==> config.mk <==
export PLATFORM = sky130hd
export DESIGN_NAME = shift_unit
export DESIGN_NICKNAME = d
export VERILOG_FILES = /design/src/rtl/shu_pkg.sv /design/src/rtl/shu_decode.sv /design/src/rtl/shu_barrel.sv /design/src/rtl/shift_unit.sv
export SDC_FILE = /design/constraint.sdc
export NUM_CORES = 1
export LEC_CHECK = 0
export ABC_AREA = 1
export BUFFER_PORTS_ARGS = -buffer_cell sky130_fd_sc_hd__buf_2
export CORE_UTILIZATION = 35
export DETAILED_ROUTE_END_ITERATION = 8
export SYNTH_ARGS = -nofsm -noshare
export SYNTH_HDL_FRONTEND = slang
export SYNTH_SLANG_ARGS = --single-unit
==> constraint.sdc <==
create_clock -name clk -period 3.6 [get_ports clk]
set_input_delay 0.54 -clock clk [delete_from_list [all_inputs] [get_ports clk]]
set_output_delay 0.54 -clock clk [all_outputs]
set_load 0.05 [all_outputs]
==> src/rtl/shu_pkg.sv <==
package shu_pkg;

    // Datapath width and the amount width derived from it
    localparam int XLEN = 32;
    localparam int AW   = $clog2(XLEN);

    // Function codes inside the register-format shift group
    localparam logic [5:0] FN_LSL_IMM = 6'h00;
    localparam logic [5:0] FN_LSR_IMM = 6'h02;
    localparam logic [5:0] FN_ASR_IMM = 6'h03;
    localparam logic [5:0] FN_LSL_REG = 6'h04;
    localparam logic [5:0] FN_LSR_REG = 6'h06;
    localparam logic [5:0] FN_ASR_REG = 6'h07;

    // Kind of movement the barrel network performs
    typedef enum logic [1:0] {
        SK_LSL = 2'd0,
        SK_LSR = 2'd1,
        SK_ASR = 2'd2,
        SK_ROR = 2'd3
    } shkind_e;

endpackage

==> src/rtl/shu_decode.sv <==
module shu_decode
    import shu_pkg::*;
#(
    parameter int AMT_W = shu_pkg::AW
) (
    input  logic [5:0]       fn_code,
    input  logic [AMT_W-1:0] sa_fld,
    input  logic [AMT_W-1:0] rs_amt,
    input  logic             sel_b21,
    input  logic             sel_b6,
    output shkind_e          kind,
    output logic [AMT_W-1:0] amt,
    output logic             vld
);

    always_comb begin
        kind = SK_LSL;
        amt  = '0;
        vld  = 1'b0;
        unique case (fn_code)
            FN_LSL_IMM: begin
                kind = SK_LSL;
                amt  = sa_fld;
                vld  = 1'b1;
            end
            FN_LSR_IMM: begin
                // bit 21 picks rotate for the immediate form
                kind = sel_b21 ? SK_ROR : SK_LSR;
                amt  = sa_fld;
                vld  = 1'b1;
            end
            FN_ASR_IMM: begin
                kind = SK_ASR;
                amt  = sa_fld;
                vld  = 1'b1;
            end
            FN_LSL_REG: begin
                kind = SK_LSL;
                amt  = rs_amt;
                vld  = 1'b1;
            end
            FN_LSR_REG: begin
                // bit 6 picks rotate for the register form
                kind = sel_b6 ? SK_ROR : SK_LSR;
                amt  = rs_amt;
                vld  = 1'b1;
            end
            FN_ASR_REG: begin
                kind = SK_ASR;
                amt  = rs_amt;
                vld  = 1'b1;
            end
            default: begin
                kind = SK_LSL;
                amt  = '0;
                vld  = 1'b0;
            end
        endcase
    end

endmodule

==> src/rtl/shu_barrel.sv <==
module shu_barrel
    import shu_pkg::*;
#(
    parameter int DW    = shu_pkg::XLEN,
    parameter int AMT_W = $clog2(DW)
) (
    input  logic [DW-1:0]    din,
    input  logic [AMT_W-1:0] amt,
    input  shkind_e          kind,
    output logic [DW-1:0]    dout
);

    // A left shift runs through the right-moving network on bit-reversed data
    logic              is_left;
    logic              is_rot;
    logic              fill;
    logic [DW-1:0]     din_rev;
    logic [DW-1:0]     net_out_rev;
    logic [AMT_W:0][DW-1:0] stg;

    assign is_left = (kind == SK_LSL);
    assign is_rot  = (kind == SK_ROR);
    assign fill    = (kind == SK_ASR) ? din[DW-1] : 1'b0;

    for (genvar i = 0; i < DW; i++) begin : g_rev_in
        assign din_rev[i] = din[DW-1-i];
    end

    assign stg[0] = is_left ? din_rev : din;

    // One stage per amount bit; each stage moves by a power of two
    for (genvar k = 0; k < AMT_W; k++) begin : g_stage
        localparam int D = 1 << k;
        logic [DW-1:0] moved;
        assign moved = is_rot ? {stg[k][D-1:0], stg[k][DW-1:D]}
                              : {{D{fill}}, stg[k][DW-1:D]};
        assign stg[k+1] = amt[k] ? moved : stg[k];
    end

    for (genvar i = 0; i < DW; i++) begin : g_rev_out
        assign net_out_rev[i] = stg[AMT_W][DW-1-i];
    end

    assign dout = is_left ? net_out_rev : stg[AMT_W];

endmodule

==> src/rtl/shift_unit.sv <==
module shift_unit
    import shu_pkg::*;
#(
    parameter int XW = shu_pkg::XLEN,
    localparam int SW = $clog2(XW)
) (
    input  logic          clk,
    input  logic          rst_n,
    input  logic [5:0]    fn_code,
    input  logic [SW-1:0] sa_fld,
    input  logic          sel_b21,
    input  logic          sel_b6,
    input  logic [XW-1:0] rs_val,
    input  logic [XW-1:0] rt_val,
    output logic [XW-1:0] result,
    output logic          wr_en,
    output logic          op_valid
);

    typedef struct packed {
        logic [XW-1:0] res;
        logic          wen;
        logic          vld;
    } shu_state_t;

    shkind_e       dec_kind;
    logic [SW-1:0] dec_amt;
    logic          dec_vld;
    logic [XW-1:0] net_res;
    shu_state_t    st_d, st_q;

    shu_decode #(.AMT_W(SW)) u_dec (
        .fn_code (fn_code),
        .sa_fld  (sa_fld),
        .rs_amt  (rs_val[SW-1:0]),
        .sel_b21 (sel_b21),
        .sel_b6  (sel_b6),
        .kind    (dec_kind),
        .amt     (dec_amt),
        .vld     (dec_vld)
    );

    shu_barrel #(.DW(XW), .AMT_W(SW)) u_net (
        .din  (rt_val),
        .amt  (dec_amt),
        .kind (dec_kind),
        .dout (net_res)
    );

    always_comb begin
        st_d     = st_q;
        st_d.vld = dec_vld;
        st_d.wen = dec_vld;
        st_d.res = dec_vld ? net_res : '0;
    end

    always_ff @(posedge clk) begin
        if (!rst_n) begin
            st_q <= '0;
        end else begin
            st_q <= st_d;
        end
    end

    assign result   = st_q.res;
    assign wr_en    = st_q.wen;
    assign op_valid = st_q.vld;

    // an unsupported code leaves nothing behind
    a_r9_invalid_quiet: assert property (@(posedge clk) disable iff (!rst_n)
        !op_valid |-> (result == '0) && !wr_en);

    // every supported code is flagged on the next edge
    a_r10_valid_codes: assert property (@(posedge clk) disable iff (!rst_n)
        (fn_code == 6'h00 || fn_code == 6'h02 || fn_code == 6'h03 ||
         fn_code == 6'h04 || fn_code == 6'h06 || fn_code == 6'h07)
        |=> op_valid && wr_en);

    // an immediate rotate keeps the number of set bits
    a_r3_rot_popcount: assert property (@(posedge clk) disable iff (!rst_n)
        (fn_code == 6'h02 && sel_b21)
        |=> $countones(result) == $countones($past(rt_val)));

    // a register-form rotate by zero is the identity
    a_r7_rot_zero: assert property (@(posedge clk) disable iff (!rst_n)
        (fn_code == 6'h06 && sel_b6 && rs_val[SW-1:0] == '0)
        |=> result == $past(rt_val));

    // the no-op word form passes the operand through
    a_r8_nop_ident: assert property (@(posedge clk) disable iff (!rst_n)
        (fn_code == 6'h00 && sa_fld == '0) |=> result == $past(rt_val));

endmodule

# After elaboration in Yosys (flattened, before gate mapping)
# Cells that the tools add are included.
[word_totals]
input_bits = 79
rom_bits = 0
output_inout_bits = 34
reg_bits = 33
word_cells = 34
ram_bits = 0
memories = 0
latchBits = 0
[op_classes]
n_mux = 18
n_div = 0
n_lt_le_gt_ge = 0
eq_ne = 7
n_addsub = 0
bitwise_logic = 0
mul = 0
n_reduce_logical = 7
n_shift = 0
[ops]
columns = ["op", "count"]
rows = [
  ["$mux 32", 12],
  ["$eq 6x3->1 const B", 3],
  ["$eq 6x2->1 const B", 2],
  ["$pmux 5 s2", 1],
  ["$logic_not 6->1", 1],
  ["$pmux 2 s3", 1],
  ["$reduce_or 3->1", 2],
  ["$reduce_or 6->1", 1],
  ["$eq 2x2->1 const B", 2],
  ["$mux 2", 2],
  ["$logic_not 2->1", 1],
  ["$mux 1", 2],
  ["$reduce_and 2->1", 1],
  ["$reduce_or 2->1", 1],
]

# Logic depth before layout (Yosys ltp)
# Gate-level depths: netlist of run 1.
[depth]
depth_word = 16
depth_mapped = 18
mapped_depth_nobuf = 17

# Modules after synthesis
# From an unflattened synthesis of run 1, not the netlist that was laid out.
[hier_totals]
cells_unflattened = 846
hier_area_um2 = 4408.0
[by_module_without_submodules]
columns = ["module", "seq_area_each_um2", "cells_each", "area_per_inst_um2", "n_inst"]
rows = [
  ["shu_barrel", 0.0, 705, 3188.1, 1],
  ["shift_unit", 660.6, 103, 1024.7, 1],
  ["shu_decode", 0.0, 38, 195.2, 1],
]

# Least setup slack after synthesis of run 1
# OpenSTA, ideal clock, no wires.
[synth_timing]
kind = "input port to flip-flop"
startpoint = "input port fn_code[5]"
endpoint = "register st_q, in the netlist result[13]"
t_arrival_ps = 2084
path_stages = 11
n_path_buf = 1
setup_ps = 115
path_slack_ps = 1401
required_time_ps = 3485
cell_sequence = "nor2_4 nand2_1 nor2_1 a22oi_2 inv_1 clkbuf_1 nand3_1 nand2_1 nand2_1 a21oi_1 nor2_1"
[synth_via]
elab_chain_cells = 16
elab_cells_between_ends = 30
cone_classes = "7 x eq/ne; 16 x mux; 7 x reduce/logical"
[synth_rtl]
columns = ["element", "line_no", "rtl"]
rows = [
  ["start: declaration", "shift_unit.sv:9", "input logic [5:0] fn_code,"],
  ["$eq 6x2->1 / $eq 6x3->1 (equally long branches)", "shu_decode.sv:20", "unique case (fn_code)"],
  ["$reduce_or 2->1 (no line)", "--", ""],
  ["$pmux 2 s3", "shu_decode.sv:20", ""],
  ["$logic_not 2->1", "shu_barrel.sv:21", "assign is_left = (kind == SK_LSL);"],
  ["$mux 32", "shu_barrel.sv:29", "assign stg[0] = is_left ? din_rev : din;"],
  ["$mux 32", "shu_barrel.sv:35", "assign moved = is_rot ? {stg[k][D-1:0], stg[k][DW-1:D]}"],
  ["$mux 32", "shu_barrel.sv:37", "assign stg[k+1] = amt[k] ? moved : stg[k];"],
  ["$mux 32", "shu_barrel.sv:35", ""],
  ["$mux 32", "shu_barrel.sv:37", ""],
  ["$mux 32", "shu_barrel.sv:35", ""],
  ["$mux 32", "shu_barrel.sv:37", ""],
  ["$mux 32", "shu_barrel.sv:35", ""],
  ["$mux 32", "shu_barrel.sv:37", ""],
  ["$mux 32", "shu_barrel.sv:35", ""],
  ["$mux 32", "shu_barrel.sv:37", ""],
  ["$mux 32", "shu_barrel.sv:44", "assign dout = is_left ? net_out_rev : stg[AMT_W];"],
  ["end signal: assignment", "shift_unit.sv:61", "st_q <= st_d;"],
  ["end: declaration", "shift_unit.sv:30", "shu_state_t st_d, st_q;"],
]
# Several ways; a longest one is shown, not always the timed one.
# A chain may end at the register's enable or synchronous reset.

# Worst setup path in the final report of run 1
[layout_timing]
startpoint = "input port fn_code[5]"
endpoint = "register st_q, in the netlist result[23]"
# The elaborated chain is that of the path after synthesis.

==> results of run 1 <==
metal layers:
metal | share of wire, % | track usage (%)
met5 | 0 | 0
met3 | 5.7 | 3.50
met1 | 44 | 31.6
met4 | 3.2 | 9.01
met2 | 47 | 44.3
state kept, by name, indices dropped and copies added, names as in the netlist:
register / count
op_valid: 1
result: 32
through the flow:
stage                     utilization (%)  total power (W)  area (sq um)  hold slack, ns  worst slack, ns
after floorplan                         -         0.000722          4180           0.796             1.40
after global placement               41.1         0.000859          4730            1.01            0.543
after detailed placement             41.1         0.000862          4730            1.01            0.530
after CTS                            42.3          0.00126          4870           0.756            0.804
after global routing                 42.3          0.00135          4870           0.790            0.459
final                                42.3          0.00126          4870           0.759            0.746
path summary, 6_finish.rpt:
kind	startpoint	slack (ns)	endpoint	cells after the start
max	fn_code[5]	0.75	result[23]$_SDFF_PN0_	14
min	fn_code[1]	0.76	result[29]$_SDFF_PN0_	3
power by group through the flow:
stage | sequential [W] | combinational, W | clock (W)
6_report | 0.000375 | 0.000488 | 0.000393
5_1_grt | 0.000375 | 0.000551 | 0.000424
3_5_place_dp | 0.000382 | 0.000479 | 0
2_1_floorplan | 0.000408 | 0.000314 | 0
3_3_place_gp | 0.000382 | 0.000477 | 0
4_1_cts | 0.000375 | 0.000482 | 0.000403
tightest hold or removal path, stage by stage:
cell and delay (ns):
sky130_fd_sc_hd__buf_2 0.13, sky130_fd_sc_hd__buf_4 0.22, sky130_fd_sc_hd__a21oi_1 0.09
layout make-up:
| class | count | area (sq um) |
|---|---|---|
| Inverter | 40 | 150 |
| Tap cell | 143 | 179 |
| Clock inverter | 2 | 10.0 |
| Fill cell | 1350 | 6640 |
| Timing Repair Buffer | 110 | 626 |
| Multi-Input combinational cell | 700 | 3120 |
| Sequential cell | 33 | 661 |
| Clock buffer | 6 | 129 |
logic make-up after synthesis:
logic type             Yosys count  share of synthesized area [%]
and+or+nand+nor                654                           68.5
buffers and inverters           95                           9.88
DFF                             33                           15.8
AOI/OAI and AO/OA               46                           5.84
cells in the final DEF, fill, tap and decap left out:
cell,Yosys,final
sky130_fd_sc_hd__nand4_2,2,2
sky130_fd_sc_hd__nand3_2,0,1
sky130_fd_sc_hd__clkbuf_16,0,5
sky130_fd_sc_hd__clkbuf_1,24,1
sky130_fd_sc_hd__o21ai_1,2,2
sky130_fd_sc_hd__inv_1,37,37
sky130_fd_sc_hd__dfxtp_1,33,33
sky130_fd_sc_hd__o21ai_0,12,12
sky130_fd_sc_hd__clkinv_2,0,2
sky130_fd_sc_hd__buf_2,15,85
sky130_fd_sc_hd__nand2_1,319,319
sky130_fd_sc_hd__nor2_4,1,1
sky130_fd_sc_hd__nand3_1,260,259
sky130_fd_sc_hd__nand2_2,1,1
sky130_fd_sc_hd__inv_2,3,3
sky130_fd_sc_hd__o21ai_2,1,1
sky130_fd_sc_hd__buf_4,4,24
sky130_fd_sc_hd__nor2_1,49,48
sky130_fd_sc_hd__nand4_1,20,20
sky130_fd_sc_hd__nor2_2,1,2
sky130_fd_sc_hd__a21oi_1,29,29
sky130_fd_sc_hd__or2_2,1,1
sky130_fd_sc_hd__buf_12,0,1
sky130_fd_sc_hd__a22oi_2,1,2
==> run summary, run 1 <==
The tools report the kind of start point of the critical path as a primary input. For this run, the post-layout net count is 969. In this run the power spent charging and discharging nets is 0.000475 W. In the final routed layout, each cell accounts on average for 14.7 um. Pin placement for this block handled 113 I/O pins. Sorting the synthesized cells by area gives the leading types as sky130_fd_sc_hd__nand3_1 31%, sky130_fd_sc_hd__nand2_1 29%, sky130_fd_sc_hd__dfxtp_1 16%. The synthesized design contains 33 register bits.

In this run the post-CTS setup repair buffer count came out at 0. The number of antenna violations at the first check in global routing is 0. Across the VDD grid, the largest voltage drop is 0.188 mV. The dominant cell type by count on the critical path was sky130_fd_sc_hd__nand2_1. The commonest cells after synthesis are 319 x sky130_fd_sc_hd__nand2_1, 260 x sky130_fd_sc_hd__nand3_1, 49 x sky130_fd_sc_hd__nor2_1, 37 x sky130_fd_sc_hd__inv_1, 33 x sky130_fd_sc_hd__dfxtp_1. Among all stages on the critical path, the largest delay is contributed by sky130_fd_sc_hd__nand3_2. For the row count, the log shows 39. The tools report the vias after detailed routing as 5734. Clock-pin slew was measured on the worst setup and hold paths at 0.05 ns. The die is 111 um wide. Entering global routing, the biggest net connects 36 pins.

In this run, the clock network consumes 31.3% of the power. The flow ran to the end, but the final reports show violations. During placement, the flow inserted port buffers numbering 85. The leakage dissipation was 2.61 nW; the post-synth net total was 907. Setup violations remaining at the end of the flow were counted as 0. The routed design has 15200 um of wire. The count of cells in the finished layout, fillers not included, comes to 1034.

For this design, the CTS-stage hold fixing added 0 buffers. The clock period could shrink to 2.85 ns. The tools report the number of pins exceeding their max-slew limit in the final report as 0.

In this run the power density over the cells is 258 mW/mm^2. In this run the cell area of the synthesized design comes to 0.00418 sq mm. For the worst setup path, the data arrival time is 3.02 ns.

The DRC marker count from the first detailed-route iteration is 465, and the sum of overflow across all layers after global routing is 0. Across every metal layer, demand over resource in global routing totals 25.3%. The share of total power dissipated in combinational logic is 38.8%.

The netlist uses 23 different library cells. The ratio of cells with drive above 1 in the final layout was 14.7%; the hold violation count in the final report was 0. Yosys printed 0 warnings. For the worst slew margin relative to its limit, the log shows 52.8%.

The critical path goes through buf_2, nor2_4, nand3_2, buf_4, o21ai_0, nand2_1, nand2_1, nand2_1, nand3_1, nand2_1, nand2_1, nand3_1, a21oi_1, nor2_1. The critical path is of the in2reg type. On the worst path, the slowest cell contributes a delay of 0.49 ns. Routability congestion estimate from global placement: 0.985. Gates resized during post-CTS repair numbered 0. The post-placement cell count is 1026. Before antenna repair, the detailed router went through 7 iterations.

After synthesis, flip-flops and latches occupy 15.8% of the total area. 0 antenna diodes ended up in the layout. Max-cap violations in this run came to 0.

Counting flops with a built-in enable in the synthesized netlist gives 0. The number of CTS-inserted buffers is 5. Cell accounting for the most synthesized area: sky130_fd_sc_hd__nand3_1. The internal portion of the total power is 0.000780 W.

The run gives 2 as the clock tree buffer depth. STA classifies the critical path endpoint as a flop. Using the TritonRoute via totals, the vias-per-cell ratio works out to 5.55. The number of H-tree levels came out at 2.

The tools report the area of the die as 0.0124 sq mm. The post-detailed-route count of antenna-violating nets came out at 0. The checks that failed: design-rule violations.

The run gives 33 as the number of clock sinks. The kind of cell with the highest combined delay along the critical path is simple AND/OR/NAND/NOR gates. The remaining routing DRC violations is 7, and the share of the cycle needed by the critical path after routing is 79.3%. The tools report the master cell of the clock root buffer as sky130_fd_sc_hd__clkbuf_16.

The most used flip-flop cell after synthesis is sky130_fd_sc_hd__dfxtp_1. Together, buffers and inverters on the worst path number 2. From synthesis to final layout, the design area changed by 16.6%. The overall die height is 111 um.

Setup repair after global routing left no endpoint under its margin. The most frequent cell after synthesis was sky130_fd_sc_hd__nand2_1. Summed over all nets, the half-perimeter wirelength after detailed placement is 11800 um. The first global-routing pass estimated 25300 um of wire.

The top cell type's share of synthesized area is 31.1%. TritonCTS built the clock tree. A synthesized cell averages 5.05 sq um. The min-delay analysis places its worst path in the category in2reg. After synthesis, the share of flip-flops with an asynchronous set or reset is 0%. The switching fraction of total power was 37.8%; the final-layout setup total negative slack was 0 ns. The worst-margin pin slew is 0.705 ns, and the highest fanout seen on the critical path is 33.

The via count of the first global-routing pass came out at 5284. The sequential power share was 29.9%. In the synthesized netlist, the number of instances is 828.

The effective utilization at floorplan was 36.3%; the critical path data required time was 3.76 ns. For this run, the top clock speed supported by timing is 350 MHz. After floorplanning, the core was sized to cover 0.0115 sq mm.
Note: power is estimated with default switching activity, not from simulation.
==> run 2: changes to the inputs <==
clock period = 2.6 ns   (was 3.6 ns; I/O delays follow)
==> run summary, run 2 (same netlist as run 1, synthesis figures left out) <==
The run finished, with violations left. Failing checks: design-rule violations (unchanged). The number of search-and-repair iterations in the first detailed-routing pass is 7 (unchanged), and the post-detailed-route count of antenna-violating nets is 0 (unchanged). Based on the critical path, the design can be clocked at up to 446 MHz.

The peak supply drop is 0.295 mV (was 0.188 mV), and the average wire length per cell after detail routing is 14.4 um (was 14.7 um). The via count of the first global-routing pass is 5205 (was 5284). The overall die height is 111 um (unchanged). The ratio of cells with drive above 1 in the final layout is 15.4% (was 14.7%), and the total power density per cell area is 362 mW/mm^2 (was 258 mW/mm^2). Worst hold path class: in2reg (unchanged). The cell with the largest stage delay on the worst path was sky130_fd_sc_hd__buf_4 (was sky130_fd_sc_hd__nand3_2). For the leakage dissipation, the log shows 2.66 nW (was 2.61 nW). Master cell of the clock root buffer: sky130_fd_sc_hd__clkbuf_16 (unchanged).

The clock tree buffer depth was 2 (unchanged); the routed wire length was 15000 um (was 15200 um). The most frequent standard cell in the layout excluding fill and tap cells is sky130_fd_sc_hd__nand2_1 (unchanged). The kind of start point of the critical path was a primary input (unchanged). The tools report the sequential cell area as 661 sq um (unchanged). Number of buffer cells added on primary ports: 85 (unchanged). The flip-flop count of the largest register, all copies and words added came out at 32 (unchanged). TritonCTS built the clock tree. The width of the die works out to 111 um (unchanged).

The worst setup path category is in2reg (unchanged). The number of CTS-inserted buffers is 5 (unchanged), and the delay of the slowest cell on the worst path is 0.24 ns (was 0.49 ns). The logs give 2.81 ns (was 3.76 ns) for the critical path data required time and 5688 (was 5734) for the vias after detailed routing. The tools report the number of pins exceeding their max-slew limit in the final report as 0 (unchanged). The total buffers and inverters traversed by the critical path was 3 (was 2). The number of hold-repair buffers added at the cts stage was 0 (unchanged). For the core area, the log shows 0.0115 sq mm (unchanged). The largest delay contributor family on the critical path is simple AND/OR/NAND/NOR gates (unchanged). The area taken by multi-input logic gates is 0.00312 sq mm (unchanged). The tools report the wire length of the first global-routing pass as 24800 um (was 25300 um). The depth of the critical timing path with buffers and inverters included came out at 18 (was 14). The tools report the post-layout net count as 974 (was 969).

The post-placement cell count is 1031 (was 1026), and the worst-margin pin slew is 0.531 ns (was 0.705 ns). The number of antenna violations at the first check in global routing is 0 (unchanged), and the hold violation count in the final report is 0 (unchanged). The dominant cell type by count on the critical path is sky130_fd_sc_hd__nand2_1 (unchanged). The row count is 39 (unchanged). The average via count per standard cell was 5.47 (was 5.55). Total routing resource utilization after global routing: 24.8% (was 25.3%).

The total setup violations reported at the end of the flow was 0 (unchanged). The tools report the endpoint kind of the worst setup timing path as a flop (unchanged). The sum of overflow across all layers after global routing is 0 (unchanged), and the shortest period the worst path allows is 2.24 ns.

The final-layout setup total negative slack was 0 ns (unchanged). For the total of fill cells in the finished design, the log shows 1323 (was 1350). The half-perimeter wire length after detailed placement was 11800 um (about the same). For the routability congestion estimate from global placement, the log shows 0.980 (was 0.985). For the largest net degree at the start of global routing, the log shows 51 (was 36). The number of clock sinks was 33 (unchanged); the clock transition at the registers of the reported paths was 0.05 ns (about the same). Setup repair after global routing left no endpoint under its margin.

The remaining routing DRC violations came out at 6 (was 7). For the effective utilization at floorplan, the log shows 36.3% (unchanged). The boundary pin count is 113 (unchanged), and the worst slew margin relative to its limit is 64.5% (was 52.8%). The logs give 2.45 ns (was 3.02 ns) for the data arrival time of the critical path and 0 (unchanged) for the number of buffers inserted to repair setup after CTS.

For the DRC marker count from the first detailed-route iteration, the log shows 523 (was 465). For the final total power, the log shows 0.00181 W (was 0.00126 W). Capturing instance or port of the critical path: result[25]$_SDFF_PN0_ (was result[23]$_SDFF_PN0_). The layout overhead on the synthesized area is 19.8% (was 16.6%), and the number of H-tree levels is 2 (unchanged).

The final instance count without filler cells was 1039 (was 1034). The highest fanout seen on the critical path is 50 (was 33). The share of the cycle needed by the critical path after routing was 86.2%. Top library cells by usage in the layout, fill and taps aside: 319 x sky130_fd_sc_hd__nand2_1, 259 x sky130_fd_sc_hd__nand3_1, 85 x sky130_fd_sc_hd__buf_2 (unchanged). The area of the die is 0.0124 sq mm (unchanged). The origin of the worst setup path was fn_code[5] (unchanged).

The logs give 0 (unchanged) for the number of antenna cells inserted and 0 (unchanged) for the number of violations of the max-capacitance limit. Critical-path cell list: buf_2, nor2_4, nand3_2, buf_12, buf_4, nand2_1, nand2_1, nand3_1, nand3_1, nand2_1, nand2_1, nand2_1, nand3_1, nand2_1, nand2_1, nand3_1, nand2_1, nor2_1 (was buf_2, nor2_4, nand3_2, buf_4, o21ai_0, nand2_1, nand2_1, nand2_1, nand3_1, nand2_1, nand2_1, nand3_1, a21oi_1, nor2_1).
==> run 2: timing repair <==
action | 4_1_cts | 5_1_grt
endpoints found under the hold margin | 0 | 0
endpoints found under the setup margin | 0 | 1
resized for setup | 0 | 1
==> run 2: how the worst min path moves through the flow <==
stage	start	to	slack, ns	cells after the start
after floorplan	rst_n	result[29]$_SDFF_PN0_	0.65	4
after global placement	result[18]$_SDFF_PN0_	result[18]	0.86	1
after detailed placement	result[19]$_SDFF_PN0_	result[19]	0.86	1
after CTS	fn_code[1]	result[29]$_SDFF_PN0_	0.61	3
after global routing	fn_code[1]	result[29]$_SDFF_PN0_	0.63	3
final	fn_code[1]	result[29]$_SDFF_PN0_	0.61	3
==> run 2: worst min-delay path, stage by stage <==
cell	delay, ns
sky130_fd_sc_hd__buf_2	0.12
sky130_fd_sc_hd__buf_4	0.22
sky130_fd_sc_hd__a21oi_1	0.10
==> run 2: metal layers <==
metal  global-route usage, %  vias up  routed length [um]  part of all wire, %
met5                       0        -                   0                    0
met4                    11.4        0                 607                  4.0
met3                    4.43       52                1050                  7.0
met2                    42.6      237                7030                   47
met1                    30.0     2517                6310                   42
li1                        -     2882                   -                    -
==> run 2: final cells by class <==
| cell class | instances | share of cell area, % |
|---|---|---|
| Clock buffer | 7 | 3.05 |
| Clock inverter | 1 | 0.0999 |
| Inverter | 40 | 3.07 |
| Multi-Input combinational cell | 700 | 62.3 |
| Sequential cell | 33 | 13.2 |
| Tap cell | 143 | 3.57 |
| Timing Repair Buffer | 115 | 14.7 |
==> run 2: per-stage QoR <==
stage / utilization [%] / hold slack (ns) / setup WS, ns / cell area, sq um
floorplan: - / 0.646 / 0.551 / 4180
global placement: 42.1 / 0.859 / 0.0226 / 4850
detailed placement: 42.1 / 0.858 / 0.0229 / 4850
CTS: 43.5 / 0.607 / 0.296 / 5000
global route: 43.5 / 0.626 / 0.0434 / 5010
finish: 43.5 / 0.610 / 0.359 / 5010
==> run 2: power breakdown <==
part | total, W | leakage (nW) | internal [W] | switching [W]
clock | 0.000607 | 0.0799 | 0.000404 | 0.000202
sequential | 0.000519 | 0.267 | 0.000517 | 0.00000223
combinational | 0.000688 | 2.32 | 0.000224 | 0.000464
